==> src/rtl/ahc_pkg.sv <==
package ahc_pkg;

    // Band update sequencer states
    typedef enum logic [1:0] {
        UPD_IDLE,
        UPD_MUL,
        UPD_DIV,
        UPD_APPLY
    } upd_state_e;

    // Threshold crossing flags of the comparator
    typedef struct packed {
        logic above;
        logic below;
    } cross_t;

    // Counter width covering four nominal periods
    function automatic int period_bits(input int clk_hz, input int sw_hz);
        return $clog2(4 * (clk_hz / sw_hz));
    endfunction

endpackage

==> src/rtl/ahc_comparator.sv <==
module ahc_comparator
    import ahc_pkg::*;
#(
    parameter int ERR_W  = 16,
    parameter int BAND_W = 16
) (
    input  logic                     clk,
    input  logic                     rst,
    input  logic signed [ERR_W-1:0]  err_in,
    input  logic signed [ERR_W-1:0]  shared_in,
    input  logic        [BAND_W-1:0] band,
    output logic                     sw,
    output logic                     rise
);
    localparam int MW = (ERR_W > BAND_W) ? ERR_W : BAND_W;
    localparam int NW = MW + 2;

    logic signed [NW-1:0] err_x, shr_x, nonint, band_p, band_n;
    cross_t               xing;
    logic                 sw_q, sw_d;

    always_comb begin
        err_x  = {{(NW-ERR_W){err_in[ERR_W-1]}}, err_in};
        shr_x  = {{(NW-ERR_W){shared_in[ERR_W-1]}}, shared_in};
        nonint = err_x - shr_x;
        band_p = {{(NW-BAND_W){1'b0}}, band};
        band_n = -band_p;
        xing.above = (nonint > band_p);
        xing.below = (nonint < band_n);
        if (xing.above)      sw_d = 1'b1;
        else if (xing.below) sw_d = 1'b0;
        else                 sw_d = sw_q;
    end

    always_ff @(posedge clk) begin
        if (rst) sw_q <= 1'b0;
        else     sw_q <= sw_d;
    end

    assign sw   = sw_q;
    assign rise = sw_d & ~sw_q & ~rst;
endmodule

==> src/rtl/ahc_period_meter.sv <==
module ahc_period_meter #(
    parameter int PER_W = 16
) (
    input  logic             clk,
    input  logic             rst,
    input  logic             rise,
    output logic             start,
    output logic [PER_W-1:0] sample,
    output logic [PER_W-1:0] meas
);
    localparam logic [PER_W-1:0] CNT_MAX = {PER_W{1'b1}};

    logic [PER_W-1:0] cnt_q, meas_q;
    logic             seen_q;

    // Value captured at a rising edge, saturating
    assign sample = (cnt_q == CNT_MAX) ? CNT_MAX : cnt_q + 1'b1;
    assign start  = rise & seen_q;
    assign meas   = meas_q;

    always_ff @(posedge clk) begin
        if (rst) begin
            cnt_q  <= '0;
            meas_q <= '0;
            seen_q <= 1'b0;
        end else begin
            if (rise) begin
                cnt_q  <= '0;
                seen_q <= 1'b1;
                if (seen_q) meas_q <= sample;
            end else if (cnt_q != CNT_MAX) begin
                cnt_q <= cnt_q + 1'b1;
            end
        end
    end
endmodule

==> src/rtl/ahc_seq_divider.sv <==
module ahc_seq_divider #(
    parameter int NUM_W = 32,
    parameter int DEN_W = 16
) (
    input  logic             clk,
    input  logic             rst,
    input  logic             start,
    input  logic [NUM_W-1:0] num,
    input  logic [DEN_W-1:0] den,
    output logic [NUM_W-1:0] quo,
    output logic             running
);
    localparam int CW = $clog2(NUM_W + 1);

    logic [DEN_W-1:0] rem_q;
    logic [NUM_W-1:0] quo_q;
    logic [CW-1:0]    cnt_q;
    logic             run_q;
    logic [DEN_W:0]   rem_sh, diff;
    logic             fits;

    always_comb begin
        rem_sh = {rem_q, quo_q[NUM_W-1]};
        diff   = rem_sh - {1'b0, den};
        fits   = (rem_sh >= {1'b0, den});
    end

    always_ff @(posedge clk) begin
        if (rst) begin
            rem_q <= '0;
            quo_q <= '0;
            cnt_q <= '0;
            run_q <= 1'b0;
        end else if (start) begin
            rem_q <= '0;
            quo_q <= num;
            cnt_q <= CW'(NUM_W);
            run_q <= 1'b1;
        end else if (run_q) begin
            rem_q <= fits ? diff[DEN_W-1:0] : rem_sh[DEN_W-1:0];
            quo_q <= {quo_q[NUM_W-2:0], fits};
            cnt_q <= cnt_q - 1'b1;
            if (cnt_q == CW'(1)) run_q <= 1'b0;
        end
    end

    assign quo     = quo_q;
    assign running = run_q;
endmodule

==> src/rtl/ahc_band_updater.sv <==
module ahc_band_updater
    import ahc_pkg::*;
#(
    parameter int BAND_W = 16,
    parameter int PER_W  = 16
) (
    input  logic              clk,
    input  logic              rst,
    input  logic              start,
    input  logic [PER_W-1:0]  sample,
    input  logic [PER_W-1:0]  target,
    input  logic [BAND_W-1:0] band_init,
    input  logic [BAND_W-1:0] band_min,
    input  logic [BAND_W-1:0] band_max,
    output logic [BAND_W-1:0] band
);
    localparam int PROD_W = BAND_W + PER_W;

    upd_state_e        state_q;
    logic [BAND_W-1:0] band_q, b_q;
    logic [PER_W-1:0]  t_q, m_q;
    logic [PROD_W-1:0] prod, quo, lo_x, hi_x;
    logic [BAND_W-1:0] clamped;
    logic              div_run;

    assign prod = PROD_W'(b_q) * PROD_W'(t_q);

    ahc_seq_divider #(
        .NUM_W(PROD_W),
        .DEN_W(PER_W)
    ) u_div (
        .clk    (clk),
        .rst    (rst),
        .start  (state_q == UPD_MUL),
        .num    (prod),
        .den    (m_q),
        .quo    (quo),
        .running(div_run)
    );

    always_comb begin
        lo_x = PROD_W'(band_min);
        hi_x = PROD_W'(band_max);
        if (quo > hi_x)      clamped = band_max;
        else if (quo < lo_x) clamped = band_min;
        else                 clamped = quo[BAND_W-1:0];
    end

    always_ff @(posedge clk) begin
        if (rst) begin
            state_q <= UPD_IDLE;
            band_q  <= band_init;
            b_q     <= '0;
            t_q     <= '0;
            m_q     <= '0;
        end else begin
            unique case (state_q)
                UPD_IDLE: begin
                    // zero period keeps the band unchanged
                    if (start && sample != '0) begin
                        b_q     <= band_q;
                        t_q     <= target;
                        m_q     <= sample;
                        state_q <= UPD_MUL;
                    end
                end
                UPD_MUL:   state_q <= UPD_DIV;
                UPD_DIV:   if (!div_run) state_q <= UPD_APPLY;
                UPD_APPLY: begin
                    band_q  <= clamped;
                    state_q <= UPD_IDLE;
                end
                default:   state_q <= UPD_IDLE;
            endcase
        end
    end

    assign band = band_q;
endmodule

==> src/rtl/adaptive_hyst_cmp.sv <==
module adaptive_hyst_cmp
    import ahc_pkg::*;
#(
    parameter int ERR_W  = 16,
    parameter int BAND_W = 16,
    parameter int CLK_HZ = 50_000_000,
    parameter int SW_HZ  = 5_000,
    parameter int PER_W  = period_bits(CLK_HZ, SW_HZ)
) (
    input  logic                     clk,
    input  logic                     rst,
    input  logic signed [ERR_W-1:0]  err_in,
    input  logic signed [ERR_W-1:0]  shared_in,
    input  logic        [PER_W-1:0]  target_cycles,
    input  logic        [BAND_W-1:0] band_init,
    input  logic        [BAND_W-1:0] band_min,
    input  logic        [BAND_W-1:0] band_max,
    output logic                     sw_out,
    output logic        [PER_W-1:0]  period_meas,
    output logic        [BAND_W-1:0] band_out
);
    logic              rise, start;
    logic [PER_W-1:0]  sample;
    logic [BAND_W-1:0] band;

    ahc_comparator #(
        .ERR_W (ERR_W),
        .BAND_W(BAND_W)
    ) u_cmp (
        .clk      (clk),
        .rst      (rst),
        .err_in   (err_in),
        .shared_in(shared_in),
        .band     (band),
        .sw       (sw_out),
        .rise     (rise)
    );

    ahc_period_meter #(
        .PER_W(PER_W)
    ) u_meter (
        .clk   (clk),
        .rst   (rst),
        .rise  (rise),
        .start (start),
        .sample(sample),
        .meas  (period_meas)
    );

    ahc_band_updater #(
        .BAND_W(BAND_W),
        .PER_W (PER_W)
    ) u_upd (
        .clk      (clk),
        .rst      (rst),
        .start    (start),
        .sample   (sample),
        .target   (target_cycles),
        .band_init(band_init),
        .band_min (band_min),
        .band_max (band_max),
        .band     (band)
    );

    assign band_out = band;
endmodule

==> config.mk <==
export PLATFORM = sky130hd
export DESIGN_NAME = adaptive_hyst_cmp
export DESIGN_NICKNAME = d
export VERILOG_FILES = /design/src/rtl/ahc_pkg.sv /design/src/rtl/ahc_comparator.sv /design/src/rtl/ahc_period_meter.sv /design/src/rtl/ahc_seq_divider.sv /design/src/rtl/ahc_band_updater.sv /design/src/rtl/adaptive_hyst_cmp.sv
export SDC_FILE = /design/constraint.sdc
export NUM_CORES = 1
export LEC_CHECK = 0
export BUFFER_PORTS_ARGS = -buffer_cell sky130_fd_sc_hd__buf_2
export CAP_MARGIN = 20
export CORE_ASPECT_RATIO = 2
export CORE_MARGIN = 4
export CORE_UTILIZATION = 68
export CTS_CLUSTER_DIAMETER = 150
export DETAILED_ROUTE_END_ITERATION = 16
export PLACE_DENSITY = 0.95
export SYNTH_ARGS = -nofsm -noshare
export SYNTH_HDL_FRONTEND = slang
export SYNTH_SLANG_ARGS = --single-unit
==> constraint.sdc <==
create_clock -name clk -period 18.4 [get_ports clk]
set_input_delay 0.92 -clock clk [delete_from_list [all_inputs] [get_ports clk]]
set_output_delay 0.92 -clock clk [all_outputs]
set_load 0.01 [all_outputs]
==> results list, run 1 <==
* Post-synth top cells: 344 x sky130_fd_sc_hd__inv_1, 232 x sky130_fd_sc_hd__nand2_1, 208 x sky130_fd_sc_hd__ha_1
* Antenna violations before repair: 1
- After clock tree synthesis, the setup repair step added 0 buffers.
- Via/cell ratio: 6.26
- After clock tree synthesis, the flow added hold-fix buffers numbering 0.
- Effective utilization at floorplan: 0.690
- Clock tree root buffer cell: sky130_fd_sc_hd__clkbuf_16
- Final-report hold violation count: 0
- Before antenna repair, the detailed router went through 7 iterations.
- Power Total: between 1.5 and 2 mW
* Global Route Usage Sum: 0.354
- 131 I/O pins were placed.
- First-pass GRT wire length: ~86000 um
* Critical Path End Type: flip-flop
* Most common cell in the synthesized netlist: sky130_fd_sc_hd__inv_1
- Static timing analysis puts the maximum clock frequency at approximately 0.13 GHz.
* Antenna Nets Post-Route: 0
- TritonCTS Sinks: 155
* Area Growth Syn to Fin: 7.49%
* Count of different cell masters after synthesis: 72
- In the final routed layout, each cell accounts on average for approximately 21 um.
- Portion of the clock cycle consumed by the worst path in the final layout: 0.411
* Most area-consuming cells after synthesis: sky130_fd_sc_hd__fa_1 21%, sky130_fd_sc_hd__dfxtp_1 15%, sky130_fd_sc_hd__ha_1 14%, sky130_fd_sc_hd__inv_1 6.9%, sky130_fd_sc_hd__mux2i_1 4.8%
- Height of the chip: about 240 um
* Type of element launching the critical path: flip-flop
- Cell Area, Synth: 18700 um2
- Clock tree from TritonCTS: done
- Delay contributed by the slowest stage of the critical path: 0.91 ns
- STA puts the critical path data required time at around 19 ns.
- Dividing the synthesized area by the synthesized cell count gives around 8.6 um2.
- Critical path's top delay family: adder cells
* Async set or reset register ratio after synthesis: 0
* Number of port buffers: 130
* Area leader, netlist: sky130_fd_sc_hd__fa_1
- Number of placement rows: 85
- Summed over all nets, the half-perimeter wirelength after detailed placement is approximately 42000 um.
- The share of synthesized area in the top cell type comes to 0.210.
- The H-tree was split into 4 levels.
* CP arrival: just under 8 ns
- Setup repair after global routing left no endpoint under its margin.
* Worst Hold Class: reg -> reg
- The setup path with the least slack is of type reg -> reg.
- Die outline width: ~130 um
* Via count: 16316
- VDD sags by at most around 0.12 mV.
- For the pin with the worst max-slew slack, the measured transition is 0.971 ns.
- Clock latency on the worst-skew pair: around 0.45 ns
- In the final timing run, aggregate negative setup slack is 0 ns.
- Across the routed clock network, the largest skew measured is around 0.015 ns.
* Bufs on Longest Clock Path: 2
- The number of global-route vias before repair is 17429.
- The number of gates resized after CTS was 0.
* Post-route core utilization: 0.742
- DRC violations left: 0
* Largest fanout on the critical path: 17
* Worst max-slew margin expressed relative to the limit: 0.352
* Min cycle time layout: ~7.6 ns
- The max-slew violation count is 0.
* TritonCTS Buffers: 17
* Post-synth EDFFs: 16
- Cell chain of the critical path: and2_1 > fa_1 > inv_1 > fa_1 > fa_1 > inv_1 > fa_1 > fa_1 > inv_1 > fa_1 > inv_1 > ha_1 > and3_1 > a221oi_1 > o211ai_1 > a2111oi_1 > o311ai_0 > a21oi_1 > xnor2_1 > o22ai_1
- Clock-pin slew of the registers on the worst-case setup and hold paths: about 0.07 ns
- The core region is about 27000 um2.
- The tool flagged a number of max-cap violations equal to 0.
- Power density cells: ~91 nW/um2
- Entering global routing, the biggest net connects between 70 and 80 pins.
- The synthesized design contains 155 register bits.
- The flow ran to the end, and the final reports show no timing, DRC or antenna violations.
- Leakage: 9.80 nW
- In the final layout, the share of cells above drive strength 1 is 0.0895.
* Floorplan die area: 30300 um2
- Number of violations reported at the end of detailed-routing iteration 0: 1316
* Final net count: between 2000 and 3000
* Total grt overflow: 0
- The share of the Yosys chip area taken by registers is 0.175.
* Critical Path Most Common Cell: sky130_fd_sc_hd__fa_1
- The critical path contains buffers and inverters numbering 4 combined.
- The final layout contains routed wiring with a total length of around 54000 um.
- Routability-driven placement finished with a final weighted congestion of between 0.9 and 1.
* Number of instances in the synthesized netlist: 2181
- Synthesis produced a netlist with a net count of between 2000 and 3000.
- In the synthesized netlist the dominant register cell turns out to be sky130_fd_sc_hd__dfxtp_1.
- Setup violations remaining at the end of the flow were counted as 0.
- Standard cell with the maximum stage delay on the critical path: sky130_fd_sc_hd__a2111oi_1
* YS warnings: 0
[cells by family after synthesis]
group	share of synthesized area
buffers and inverters	0.0915
xor gates and xnor gates	0.0343
AOI/OAI and AO/OA	0.120
adders and majority gates	0.350
and+or+nand+nor	0.175
muxes	0.0537
DFF	0.175
[cells in the final DEF (no fill, tap or decap), drive strengths merged, types with 24 or more instances in the layout]
cell	instances
inv	348
nand2	232
ha	208
fa	196
buf	140
dfxtp	139
nor2	122
and2	119
a21oi	95
mux2i	90
o21ai	51
xnor2	47
a211oi	42
nand3	33
nor2b	28
nand4	27
nor3	26
xor2	26
a21o	25
a31oi	24
[worst min-delay path, cell delays in order (launching register included)]
cell and delay (ns):
sky130_fd_sc_hd__dfxtp_1 0.31, sky130_fd_sc_hd__nand2_1 0.05, sky130_fd_sc_hd__mux2i_1 0.05
[flip-flops by register name (all words and copies together), names as in the netlist]
signal / cells
u_upd.u_div.running: 1
u_upd.b_q: 16
u_upd.m_q: 16
u_upd.u_div.rem_q: 16
u_upd.u_div.quo: 32
u_upd.u_div.cnt_q: 6
u_upd.state_q: 2
u_cmp.sw: 1
u_meter.seen_q: 1
u_upd.t_q: 16
u_meter.meas: 16
u_meter.cnt_q: 16
u_upd.band: 16
[through the flow]
step	instance area, um2	std cells	worst slack [ns]	hold WS, ns
floorplan	18700	2181	12.09	0.435
finish	20000	2605	10.84	0.461
CTS	20000	2603	11.01	0.460
global placement	19400	2571	11.21	0.444
detailed placement	19400	2571	11.02	0.449
global route	20000	2605	10.56	0.485
[layout make-up]
class / count / area (um2)
fillers: 1897 / 6970
inverters: 345 / 1290
multi-input cells: 1584 / 13700
diodes: 1 / 2.50
repair buffers: 140 / 736
flip-flops and latches: 155 / 3260
well taps: 348 / 435
clock buffers: 20 / 468
clock inverters: 12 / 160
[report_power, final]
group / switching [mW] / internal (mW) / total [mW]
combinational: 0.534 / 0.389 / 0.923
clock: 0.158 / 0.227 / 0.385
sequential: 0.111 / 0.413 / 0.525
total: 0.804 / 1.03 / 1.83
[worst paths after layout]
check                             from                                to  slack, ns  depth (start not counted)
max          u_upd.b_q[6]$_SDFFE_PP0P_  u_upd.u_div.quo[31]$_SDFFE_PP0P_      10.84                         20
min reg2reg  u_upd.m_q[6]$_SDFFE_PP0P_         u_upd.m_q[6]$_SDFFE_PP0P_       0.46                          2
max reg2reg  u_upd.b_q[6]$_SDFFE_PP0P_  u_upd.u_div.quo[31]$_SDFFE_PP0P_      10.84                         20
min          u_upd.m_q[6]$_SDFFE_PP0P_         u_upd.m_q[6]$_SDFFE_PP0P_       0.46                          2
[routing by layer]
metal	vias to the layer above	track usage	routed length, um
met4	0	0.288	5350
met1	7854	0.355	17400
met3	332	0.0512	3110
met5	-	0	0
li1	7347	-	-
met2	783	0.639	27800
(Power assumes the default switching activity.)
==> run 2, diff against run 1 <==
Settings changed: CORE_UTILIZATION 68 to 57, PLACE_DENSITY 0.95 to 0.9.
Clock period 18.4 ns to 6.8 ns, I/O delays scaled along.
==> results list, run 2 (same netlist as run 1, synthesis figures left out) <==
- Run status: finished clean (unchanged).
- Relative contribution of the clock network to total power: 0.197 (was 0.210)
- DRC violations left: 0 (unchanged)
- Worst max-slew margin expressed relative to the limit: 0.343 (was 0.352)
- Worst reg2reg endpoint: u_upd.u_div.quo[31]$_SDFFE_PP0P_ (unchanged)
* DP Area: 19800 um2 (was 19400 um2)
* Floorplan die area: 35900 um2 (was 30300 um2)
- The startpoint-to-endpoint class of the critical path is reg -> reg (unchanged).
- The number of global-route vias before repair was 17317 (was 17429).
* Post-route insts no fill: 2719 (was 2605)
- Wire length reported by the detailed router: 53600 um (was 53700 um)
* Final-report hold violation count: 0 (unchanged)
- Register-to-Register Path Depth: 21 (was 20)
- The end point of the worst hold path was u_upd.t_q[13]$_SDFFE_PP0P_ (was u_upd.m_q[6]$_SDFFE_PP0P_).
* Count of H-tree levels built during CTS: 4 (unchanged)
- CP arrival: 6.87 ns (was 7.88 ns)
- The internal cell power came to 2.68 mW (was 1.03 mW).
- Proportion of layout cells with a drive suffix above 1: 0.105 (was 0.0895)
- Critical path's top delay family: adder cells (unchanged)
* Number of port buffers: 130 (unchanged)
- The critical-path cell with the highest stage delay is sky130_fd_sc_hd__dfxtp_1 (was sky130_fd_sc_hd__a2111oi_1).
- Bufs on Longest Clock Path: 2 (unchanged)
- Die outline width: 136 um (was 125 um)
- The cell total after placement was 2685 (was 2571).
- Clock tree from TritonCTS: done (unchanged)
- The detailed placer's ending HPWL is 42700 um (was 42100 um).
- The initial antenna violation count was 1 (unchanged).
- The net count reported at finish is 2780 (was 2745).
* Cell chain of the critical path: buf_4 > nand2_1 > fa_1 > fa_1 > inv_1 > fa_1 > fa_1 > fa_1 > inv_1 > fa_1 > inv_1 > ha_1 > o21ai_0 > o21a_1 > o221ai_1 > a2111oi_1 > buf_4 > o311ai_0 > a21oi_1 > xnor2_1 > o22ai_1 (was and2_1 > fa_1 > inv_1 > fa_1 > fa_1 > inv_1 > fa_1 > fa_1 > inv_1 > fa_1 > inv_1 > ha_1 > and3_1 > a221oi_1 > o211ai_1 > a2111oi_1 > o311ai_0 > a21oi_1 > xnor2_1 > o22ai_1)
- The max-capacitance violation count was 0 (unchanged).
* Largest fanout on the critical path: 12 (was 17)
* Ports placed on the boundary: 131 (unchanged)
- Critical Path Most Common Cell: sky130_fd_sc_hd__fa_1 (unchanged)
* Leakage: 9.96 nW (was 9.80 nW)
- Worst r2r src: u_upd.t_q[8]$_SDFFE_PP0P_ (was u_upd.b_q[6]$_SDFFE_PP0P_)
- Sequential share of power: 0.289 (was 0.286)
- Unrepaired setup endpoints after global routing: false (unchanged)
- TritonCTS Sinks: 155 (unchanged)
- The aggregate global routing overflow is 0 (unchanged).
* Measured slew at the worst slew-check pin: 0.985 ns (was 0.971 ns)
- The net switching share of the total power is 0.445 (was 0.439).
* Most common library cell in the layout ignoring fill and taps: sky130_fd_sc_hd__inv_1 (unchanged)
- Via/cell ratio: 6.03 (was 6.26)
* Comb pwr share: 0.514 (was 0.504)
* Hold Path Depth: 3 (was 2)
* Logic depth of the worst setup path including buffers: 21 (was 20)
- Power density cells: 237 nW/um2 (was 91.4 nW/um2)
- The initial standard-cell utilization of the core came to 0.579 (was 0.690).
* Critical Path End Type: flip-flop (unchanged)
* First-pass detailed-route iteration total: 6 (was 7)
* RD Place Congestion: 1.01 (was 0.984)
* Setup violation total in the final timing report: 0 (unchanged)
- The number of buffers added by the clock tree synthesis step was 17 (unchanged).
- The class of the worst hold path is in -> reg (was reg -> reg).
* Area Growth Syn to Fin: 9.31% (was 7.49%)
- Setup slack of the critical path after layout: 0.260 ns (was 10.84 ns)
- The final critical delay including setup and external delays is 6.54 ns (was 7.56 ns).
- Sum of buffers and inverters on the critical path: 5 (was 4)
- The startpoint kind of the worst setup timing path is a flip-flop (unchanged).
- Clock tree root buffer cell: sky130_fd_sc_hd__clkbuf_16 (unchanged)
- Setup clock skew after layout: 0.0147 ns (was 0.0148 ns)
- The slack of the worst reg-to-reg path is 0.26 ns (was 10.84 ns).
- The critical path data required time is 7.13 ns (was 18.72 ns).
* Via count: 16394 (was 16316)
- The stage delay of the slowest cell on the critical path came to 0.65 ns (was 0.91 ns).
* Clock-pin slew of the registers on the worst-case setup and hold paths: 0.07 ns (about the same)
- Area inside the core boundary: 32200 um2 (was 27000 um2)
- HP Start: target_cycles[13] (was u_upd.m_q[6]$_SDFFE_PP0P_)
- Clock latency on the worst-skew pair: 0.46 ns (was 0.45 ns)
- Top library cells by usage in the layout, fill and taps aside: 344 x sky130_fd_sc_hd__inv_1, 232 x sky130_fd_sc_hd__nand2_1, 207 x sky130_fd_sc_hd__ha_1 (was 345 x sky130_fd_sc_hd__inv_1, 232 x sky130_fd_sc_hd__nand2_1, 207 x sky130_fd_sc_hd__ha_1).
- The maximum operating frequency came to 0.153 GHz (was 0.132 GHz).
* Antenna Nets Post-Route: 0 (unchanged)
* Maximum number of pins on one net before global-route repair: 67 (was 79)
* First-pass GRT wire length: 86000 um (was 86400 um)
- The row count came to 93 (was 85).
* Number of flip-flops in the largest register: 32 (unchanged)
* Net switching power figure: 2.15 mW (was 0.804 mW)
- Global Route Usage Sum: 0.305 (was 0.354)
* Height of the chip: 264 um (was 242 um)
* Pre-CTS setup slack: 0.195 ns (was 11.02 ns)
- The first-iteration detailed-routing DRC count is 1312 (was 1316).
- Portion of the clock cycle consumed by the worst path in the final layout: 0.962 (was 0.411)
- The accumulated negative setup slack was 0 ns (unchanged).
* Peak supply drop: 0.246 mV (was 0.118 mV)
- The routed wire length per instance is 19.7 um (was 20.6 um).
- Fill cell count: 2516 (was 1897)
* Layout Cell Area excl Fill: 20400 um2 (was 20000 um2)
- The max-slew violation count is 0 (unchanged).
==> run 2: how the worst max path moves through the flow <==
stage                               startpoint                          endpoint  slack (ns)
finish               u_upd.t_q[8]$_SDFFE_PP0P_  u_upd.u_div.quo[31]$_SDFFE_PP0P_        0.26
global route        u_upd.t_q[13]$_SDFFE_PP0P_  u_upd.u_div.quo[31]$_SDFFE_PP0P_       0.004
CTS                  u_upd.t_q[6]$_SDFFE_PP0P_  u_upd.u_div.quo[31]$_SDFFE_PP0P_        0.16
detailed placement   u_upd.t_q[6]$_SDFFE_PP0P_  u_upd.u_div.quo[31]$_SDFFE_PP0P_        0.20
global placement     u_upd.t_q[6]$_SDFFE_PP0P_  u_upd.u_div.quo[31]$_SDFFE_PP0P_        0.30
floorplan            u_upd.t_q[3]$_SDFFE_PP0P_  u_upd.u_div.quo[31]$_SDFFE_PP0P_        0.49
==> run 2: per-layer routing <==
layer,wire [um],global-route usage
met5,0,0
met1,17100,0.306
met3,3270,0.0507
met2,27700,0.538
met4,5590,0.251
==> run 2: power by group through the flow <==
stage               Sequential [mW]  Clock, mW  Combinational (mW)
global placement               1.39          0                2.31
floorplan                      1.28          0                1.90
detailed placement             1.40          0                2.40
global route                   1.40      0.990                2.73
finish                         1.40      0.952                2.49
CTS                            1.38      0.955                2.43
==> run 2: per-stage QoR <==
| stage | total power [mW] | hold slack, ns | util |
|---|---|---|---|
| after floorplan | 3.18 | 0.435 | - |
| after global placement | 3.70 | 0.447 | 0.614 |
| after detailed placement | 3.80 | 0.454 | 0.614 |
| after CTS | 4.77 | 0.110 | 0.632 |
| after global routing | 5.12 | 0.150 | 0.633 |
| final | 4.84 | 0.123 | 0.633 |
==> run 2: layout make-up <==
| type | count | area, um2 | area share |
|---|---|---|---|
| Antenna cell | 1 | 2.50 | 0.000123 |
| Clock buffer | 20 | 468 | 0.0230 |
| Multi-Input combinational cell | 1584 | 13700 | 0.672 |
| Inverter | 345 | 1290 | 0.0635 |
| Tap cell | 427 | 534 | 0.0262 |
| Sequential cell | 155 | 3270 | 0.160 |
| Clock inverter | 12 | 106 | 0.00522 |
| Timing Repair Buffer | 175 | 1020 | 0.0500 |
==> run 2: worst reg2reg max path: stages, from the launching register on <==
cell	delay, ns
sky130_fd_sc_hd__dfxtp_1	0.65
sky130_fd_sc_hd__buf_4	0.25
sky130_fd_sc_hd__nand2_1	0.08
sky130_fd_sc_hd__fa_1	0.51
sky130_fd_sc_hd__fa_1	0.52
sky130_fd_sc_hd__inv_1	0.05
sky130_fd_sc_hd__fa_1	0.46
sky130_fd_sc_hd__fa_1	0.51
sky130_fd_sc_hd__fa_1	0.54
sky130_fd_sc_hd__inv_1	0.06
sky130_fd_sc_hd__fa_1	0.57
sky130_fd_sc_hd__inv_1	0.05
sky130_fd_sc_hd__ha_1	0.39
sky130_fd_sc_hd__o21ai_0	0.27
sky130_fd_sc_hd__o21a_1	0.16
sky130_fd_sc_hd__o221ai_1	0.14
sky130_fd_sc_hd__a2111oi_1	0.38
sky130_fd_sc_hd__buf_4	0.20
sky130_fd_sc_hd__o311ai_0	0.14
sky130_fd_sc_hd__a21oi_1	0.20
sky130_fd_sc_hd__xnor2_1	0.14
sky130_fd_sc_hd__o22ai_1	0.11
==> run 2: what timing repair did <==
action                                  CTS  global route
resized for setup                         0             4
buffers inserted                          0             0
endpoints found under the setup margin    0             3
hold buffers                              0             0
